[src/rtl/lcs_pkg.sv]
// Package: shared operation codes for the lane count scan.
// Assumes a 3-bit operation select; codes 6 and 7 are unused.
package lcs_pkg;
    typedef enum logic [2:0] {
        OP_POPM = 3'd0,
        OP_BYTE = 3'd1,
        OP_EQ   = 3'd2,
        OP_EQZ  = 3'd3,
        OP_LE   = 3'd4,
        OP_LEZ  = 3'd5
    } lcs_op_e;
endpackage

[src/rtl/lcs_lane_array.sv]
// Module: per-lane comparators and byte bit counters.
// Each lane is compared unsigned. Lane g takes bits [g*LANE_W +: LANE_W]
// of each vector. Each byte count is truncated to FIELD_W bits.
module lcs_lane_array #(
    parameter int LANES   = 64,
    parameter int LANE_W  = 8,
    parameter int FIELD_W = 4
) (
    input  logic [LANES*LANE_W-1:0]  a_vec,
    input  logic [LANES*LANE_W-1:0]  b_vec,
    output logic [LANES-1:0]         eq_hit,
    output logic [LANES-1:0]         le_hit,
    output logic [LANES-1:0]         zero_hit,
    output logic [LANES*FIELD_W-1:0] byte_cnt
);
    localparam int BC_W = $clog2(LANE_W + 1);

    for (genvar g = 0; g < LANES; g++) begin : g_lane
        logic [LANE_W-1:0] a_b;
        logic [LANE_W-1:0] b_b;
        logic [BC_W-1:0]   ones;

        assign a_b = a_vec[g*LANE_W +: LANE_W];
        assign b_b = b_vec[g*LANE_W +: LANE_W];

        // Lane predicates: equality, unsigned less-or-equal, and zero test.
        assign eq_hit[g]   = (a_b == b_b);
        assign le_hit[g]   = (a_b <= b_b);
        assign zero_hit[g] = (a_b == '0);

        // Count the set bits of this lane's byte from vec_a.
        always_comb begin
            ones = '0;
            for (int k = 0; k < LANE_W; k++) begin
                ones = ones + BC_W'(a_b[k]);
            end
        end

        // Truncate the count to the packed field width.
        assign byte_cnt[g*FIELD_W +: FIELD_W] = FIELD_W'(ones);
    end
endmodule

[src/rtl/lcs_popcount.sv]
// Module: binary adder tree that counts the set bits of an N-bit word.
// Assumes N is a power of two. The nodes form a heap: node 0 is the root,
// and the leaves sit at N-1 .. 2N-2.
module lcs_popcount #(
    parameter int N  = 64,
    parameter int CW = $clog2(N + 1)
) (
    input  logic [N-1:0]  bits_i,
    output logic [CW-1:0] total_o
);
    localparam int NODES = 2 * N - 1;

    logic [CW-1:0] node [NODES];

    // Leaves: widen each input bit to the count width.
    for (genvar i = 0; i < N; i++) begin : g_leaf
        assign node[N - 1 + i] = CW'(bits_i[i]);
    end

    // Internal nodes: each one adds its two children.
    for (genvar k = 0; k < N - 1; k++) begin : g_sum
        assign node[k] = node[2*k + 1] + node[2*k + 2];
    end

    assign total_o = node[0];
endmodule

[src/rtl/lane_count_scan.sv]
// Module: top of the lane count scan. It chooses the operand of the shared
// adder tree from the operation code and the gate, and registers the count
// and the per-byte counts on start. valid_o pulses one cycle after start.
// Assumes start lasts one cycle and that LANES is a power of two.
module lane_count_scan
    import lcs_pkg::*;
#(
    parameter int LANES   = 64,
    parameter int LANE_W  = 8,
    parameter int FIELD_W = 4,
    parameter int OUT_W   = 32
) (
    input  logic                      clk,
    input  logic                      rst_n,
    input  logic                      start,
    input  logic [2:0]                op_sel,
    input  logic                      gate_en,
    input  logic [LANES*LANE_W-1:0]   vec_a,
    input  logic [LANES*LANE_W-1:0]   vec_b,
    input  logic [LANES-1:0]          gate_mask,
    output logic                      valid_o,
    output logic [OUT_W-1:0]          count_o,
    output logic [LANES*FIELD_W-1:0]  lane_cnt_o
);
    localparam int CNT_W = $clog2(LANES + 1);
    localparam int FLD_V = LANES * FIELD_W;

    lcs_op_e            op;
    logic [LANES-1:0]   eq_hit, le_hit, zero_hit;
    logic [FLD_V-1:0]   byte_cnt;
    logic [LANES-1:0]   lane_gate;
    logic [LANES-1:0]   tree_in;
    logic [CNT_W-1:0]   tree_sum;
    logic [FLD_V-1:0]   lanes_nx;
    logic [CNT_W-1:0]   count_q;
    logic [FLD_V-1:0]   lane_q;

    assign op = lcs_op_e'(op_sel);

    lcs_lane_array #(
        .LANES(LANES), .LANE_W(LANE_W), .FIELD_W(FIELD_W)
    ) i_lanes (
        .a_vec(vec_a), .b_vec(vec_b),
        .eq_hit(eq_hit), .le_hit(le_hit), .zero_hit(zero_hit),
        .byte_cnt(byte_cnt)
    );

    // Gate: the mask when gating is on, otherwise every lane is open.
    assign lane_gate = gate_en ? gate_mask : '1;

    // Choose the adder tree operand and the next per-lane vector for the op.
    always_comb begin
        tree_in  = '0;
        lanes_nx = '0;
        case (op)
            OP_POPM: tree_in  = gate_mask;
            OP_BYTE: lanes_nx = byte_cnt;
            OP_EQ:   tree_in  = eq_hit & lane_gate;
            OP_EQZ:  tree_in  = zero_hit & lane_gate;
            OP_LE:   tree_in  = le_hit & lane_gate;
            OP_LEZ:  tree_in  = zero_hit & lane_gate;
            default: ;
        endcase
    end

    lcs_popcount #(.N(LANES), .CW(CNT_W)) i_tree (
        .bits_i(tree_in), .total_o(tree_sum)
    );

    // Result register: capture on start, pulse valid, hold otherwise.
    always_ff @(posedge clk) begin
        if (!rst_n) begin
            valid_o <= 1'b0;
            count_q <= '0;
            lane_q  <= '0;
        end else begin
            valid_o <= start;
            if (start) begin
                count_q <= tree_sum;
                lane_q  <= lanes_nx;
            end
        end
    end

    assign count_o    = {{(OUT_W-CNT_W){1'b0}}, count_q};
    assign lane_cnt_o = lane_q;

    // a registered count never goes above the lane count.
    a_r1_count_range: assert property (@(posedge clk) disable iff (!rst_n)
        valid_o |-> (count_q <= CNT_W'(LANES)));

    // valid follows start one cycle later and otherwise stays low.
    a_r8_valid_after_start: assert property (@(posedge clk) disable iff (!rst_n)
        ($past(start) && $past(rst_n)) |-> valid_o);
    a_r8_valid_only_after_start: assert property (@(posedge clk) disable iff (!rst_n)
        !$past(start) |-> !valid_o);
    a_r8_hold_without_start: assert property (@(posedge clk) disable iff (!rst_n)
        !start |=> ($stable(count_q) && $stable(lane_q)));

    // a nonzero scalar count never comes with per-lane counts.
    a_r9_lanes_quiet: assert property (@(posedge clk) disable iff (!rst_n)
        (count_q != '0) |-> (lane_q == '0));

    // an equal lane or a zero lane must also pass the le test.
    a_r3_eq_implies_le: assert property (@(posedge clk) disable iff (!rst_n)
        (eq_hit & ~le_hit) == '0);
    a_r4_zero_implies_le: assert property (@(posedge clk) disable iff (!rst_n)
        (zero_hit & ~le_hit) == '0);

    // reset clears the strobe and the count.
    a_r10_reset_clears: assert property (@(posedge clk)
        !rst_n |=> (!valid_o && count_q == '0 && lane_q == '0));

    // each registered byte count field stays within the byte width.
    for (genvar g = 0; g < LANES; g++) begin : g_fld_chk
        a_r2_field_range: assert property (@(posedge clk) disable iff (!rst_n)
            lane_q[g*FIELD_W +: FIELD_W] <= FIELD_W'(LANE_W));
    end
endmodule

[config.mk]
export PLATFORM = sky130hd
export DESIGN_NAME = lane_count_scan
export DESIGN_NICKNAME = d
export VERILOG_FILES = /design/src/rtl/lcs_pkg.sv /design/src/rtl/lcs_lane_array.sv /design/src/rtl/lcs_popcount.sv /design/src/rtl/lane_count_scan.sv
export SDC_FILE = /design/constraint.sdc
export NUM_CORES = 2
export LEC_CHECK = 0
export BUFFER_PORTS_ARGS = -buffer_cell sky130_fd_sc_hd__buf_2
export CORE_AREA = 10 10 531 533
export CTS_BUF_LIST = sky130_fd_sc_hd__clkbuf_4 sky130_fd_sc_hd__clkbuf_8
export CTS_CLUSTER_SIZE = 30
export DETAILED_ROUTE_END_ITERATION = 6
export DIE_AREA = 0 0 541 543
export PLACE_DENSITY = 0.35
export SYNTH_ARGS = -nofsm -noshare
export SYNTH_HDL_FRONTEND = slang
export SYNTH_HIERARCHICAL = 1
export SYNTH_SLANG_ARGS = --single-unit
[constraint.sdc]
create_clock -name clk -period 11.4 [get_ports clk]
set_input_delay 2.28 -clock clk [delete_from_list [all_inputs] [get_ports clk]]
set_output_delay 2.28 -clock clk [all_outputs]
set_load 0.05 [all_outputs]
==> results.md <==
* Status: finished, final reports clean
* Crit. End Element: flop
* Min-delay worst type: reg -> reg
* Power Internal at 3120 µW
* Placed cell areas at 54500 µm²
* Final #Nets at 8862
* DRT Pass-1 Iters at 5
* Combinational fraction of design power at 56.0%
* Hold slack at 0.512 ns
* IO buf count at 1358
* Worst reg2reg setup slack at 10.55 ns
* #FFs+latches synth at 264
* Initial cell density of the core at 16.2%
* Slew at the pin closest to its max-slew limit at 1.43 ns
* CTS H-Tree Depth at 3
* Power density cells at 101 nW/µm²
* Wirelength, routed at 267000 µm
* P&R area growth vs syn at 28.7%
* Most frequent cells in the layout: inv_1 (1400), buf_2 (1353), ha_1 (815)
* ANT nets after route at 0
* TritonCTS clock tree: yes
* Drt drc at 0
* CP Class: in -> reg
* VDD IR max at 220 µV
* Sw Ratio at 45.2%
* Worst setup path start: vec_a[393]
* Core area at 271000 µm²
* Setup tns final at 0 ns
* Vias/cell at 4.11
* Final instance area at 56400 µm²
* CTS Buffer Depth at 4
* Number of enable flip-flop cells after synthesis at 0
* Final Max Tran Viols at 0
* Total track usage at 17.5%
* Reg clk slew, reported paths at 0.05 ns
* Worst Skew at 0 ns
* Worst R2R End: lane_cnt_o[183]$_SDFFE_PN0P_
* Cts repair resizes at 0
* Post-synth cell types at 44
* Post-synthesis sequential area ratio at 12.1%
* Worst Path Arrival at 9.74 ns
* Synthesized area per cell at 8.21 µm²
* Number of global-route vias before repair at 43.6k
* Pin count of the biggest net entering global routing at 161
* Max-Cap Viols at 0
* CTS Buf Count at 77
* Tcrit/Tclk final at 78.6%
* Avg WL per Cell at 25.9 µm
* RR Startpoint: lane_cnt_o[183]$_SDFFE_PN0P_
* Fin crit period at 8.96 ns
* Slowest stage cell, crit path: fa_1
* Num ports at 1384
* Die area at 294000 µm²
* Worst slew margin at 4.64%
* Cts hold-fix bufs at 0
* # fillers at 30.6k
* Leak at 0.0289 µW
* Clock Latency Late Sink at 0.89 ns
* First-pass GRT wire length at 362000 µm
* Post CTS Setup Buffer Count at 0
* DRT iter0 DRCs at 2217
* Post-synth ARST share at 0%
* Main synth FF type: dfxtp_1
* Critical path's most frequent cell: fa_1
* RSZ-0062 raised after global routing: no
* Layout cells sized above 1 at 24.6%
* Post-DP HPWL at 238000 µm
* Sequential group share of total power at 17.0%
* Floorplan row count at 191
* Critical Path RT at 12.18 ns
* Syn. warnings at 6
* Placer Congestion at 0.920
* Last element of the critical path: count_q[6]$_SDFFE_PN0P_
* Sink Count at 264
* Max FO, Critical Path at 3
* Final setup violation count at 0
* Final Hold Viols at 0
* Synthesized area at 43800 µm²
* Die X-Extent at 541 µm
* CP Launch Type: input port
* Gate Count Post-Synth at 5335
* Total gr overflow at 0
* R2r worst-path depth at 3
* Via Count at 42.5k
* Critical Path Max Stage Delay at 0.54 ns
* P_sw at 2580 µW
* DIE HEIGHT at 543 µm
* Initial antenna violation count at 284
* Max Fclk at 112 MHz
* Clock share of power at 27.0%
* Root Driver: clkbuf_8
* Commonest non-fill, non-tap cell in the layout: inv_1
-- routing by layer --
metal | part of all wire (%) | GRT usage (%) | vias up | wire (µm)
met4 | 2.6 | 3.69 | 132 | 6910
li1 | - | - | 20200 | -
met1 | 41 | 20.5 | 20100 | 109000
met5 | 0.32 | 0 | - | 859
met3 | 8.8 | 6.34 | 528 | 23400
met2 | 48 | 30.3 | 1560 | 127000
-- synthesized netlist by cell type, drive strengths merged, types with 2 or more instances --
cell type / n / share of area [%]
a211oi: 3 / 0.051
a21o: 2 / 0.034
a21oi: 577 / 6.6
a22oi: 64 / 1.1
buf: 89 / 1.4
clkbuf: 101 / 0.87
dfxtp: 264 / 12
fa: 315 / 14
ha: 815 / 23
inv: 1400 / 12
mux2i: 135 / 3.1
nand2: 65 / 0.56
nand4: 128 / 1.8
nor2: 68 / 0.58
nor2b: 649 / 9.3
nor3b: 3 / 0.051
nor4: 64 / 1.8
o211ai: 64 / 1.1
o21ai: 131 / 1.5
o21bai: 64 / 1.1
o221a: 64 / 1.6
o22ai: 128 / 2.7
or3b: 2 / 0.040
or4b: 63 / 1.4
xnor2: 65 / 1.3
-- state kept, by name (all words and copies together) (netlist names) --
signal / cells
count_q: 7
lane_cnt_o: 256
valid_o: 1
-- kinds of logic after synthesis --
| family | Yosys count | synth area share [%] |
|---|---|---|
| XOR/XNOR | 66 | 1.32 |
| AND/OR/NAND/NOR | 1048 | 15.7 |
| multiplexers | 135 | 3.09 |
| buffers and inverters | 1590 | 14.2 |
| other | 1 | 0.00856 |
| flip-flops | 264 | 12.1 |
| adder cells (fa/ha/maj) | 1130 | 37.7 |
| AO/OA/AOI/OAI | 1101 | 15.9 |
-- layout make-up --
type | count | area (µm²) | share of cell area (%)
clock inverters | 14 | 179 | 0.318
inverters | 1400 | 5260 | 9.33
well taps | 3570 | 4470 | 7.93
repair buffers | 1389 | 7160 | 12.7
clock buffers | 109 | 1410 | 2.51
multi-input cells | 3505 | 32400 | 57.5
flip-flops and latches | 264 | 5290 | 9.38
diodes | 88 | 220 | 0.391
-- through the flow --
stage	util (%)	setup WS [ns]	instances	power [µW]
after floorplan	-	2.58	5359	3090
after global placement	20.2	1.27	10100	4250
after detailed placement	20.2	1.44	10100	4250
after CTS	20.7	2.47	10300	5890
after global routing	20.8	2.06	10300	6310
final	20.8	2.44	10300	5700
-- power groups by stage --
stage | clock (µW) | sequential, µW | combinational, µW
2_1_floorplan | 0 | 1080 | 2000
3_3_place_gp | 0 | 991 | 3250
3_5_place_dp | 0 | 990 | 3250
4_1_cts | 1640 | 971 | 3280
5_1_grt | 1650 | 974 | 3680
6_report | 1540 | 971 | 3190
-- how the worst min path moves through the flow --
stage | start | endpoint | slack [ns] | cells past startpoint
6_report | count_q[2]$_SDFFE_PN0P_ | count_q[2]$_SDFFE_PN0P_ | 0.51 | 2
3_3_place_gp | count_q[0]$_SDFFE_PN0P_ | count_q[0]$_SDFFE_PN0P_ | 0.50 | 2
5_1_grt | count_q[3]$_SDFFE_PN0P_ | count_q[3]$_SDFFE_PN0P_ | 0.55 | 2
3_5_place_dp | count_q[4]$_SDFFE_PN0P_ | count_q[4]$_SDFFE_PN0P_ | 0.50 | 2
2_1_floorplan | count_q[0]$_SDFFE_PN0P_ | count_q[0]$_SDFFE_PN0P_ | 0.74 | 2
4_1_cts | count_q[4]$_SDFFE_PN0P_ | count_q[4]$_SDFFE_PN0P_ | 0.52 | 2
-- critical path, delay by kind of cell --
family                     cells  cell delay, ns
AOI/OAI and AO/OA              5            1.18
adders and majority gates     11            4.62
buffers and inverters          6            0.45
muxes                          1            0.13
and+or+nand+nor                4            1.08
(Power assumes the default switching activity.)
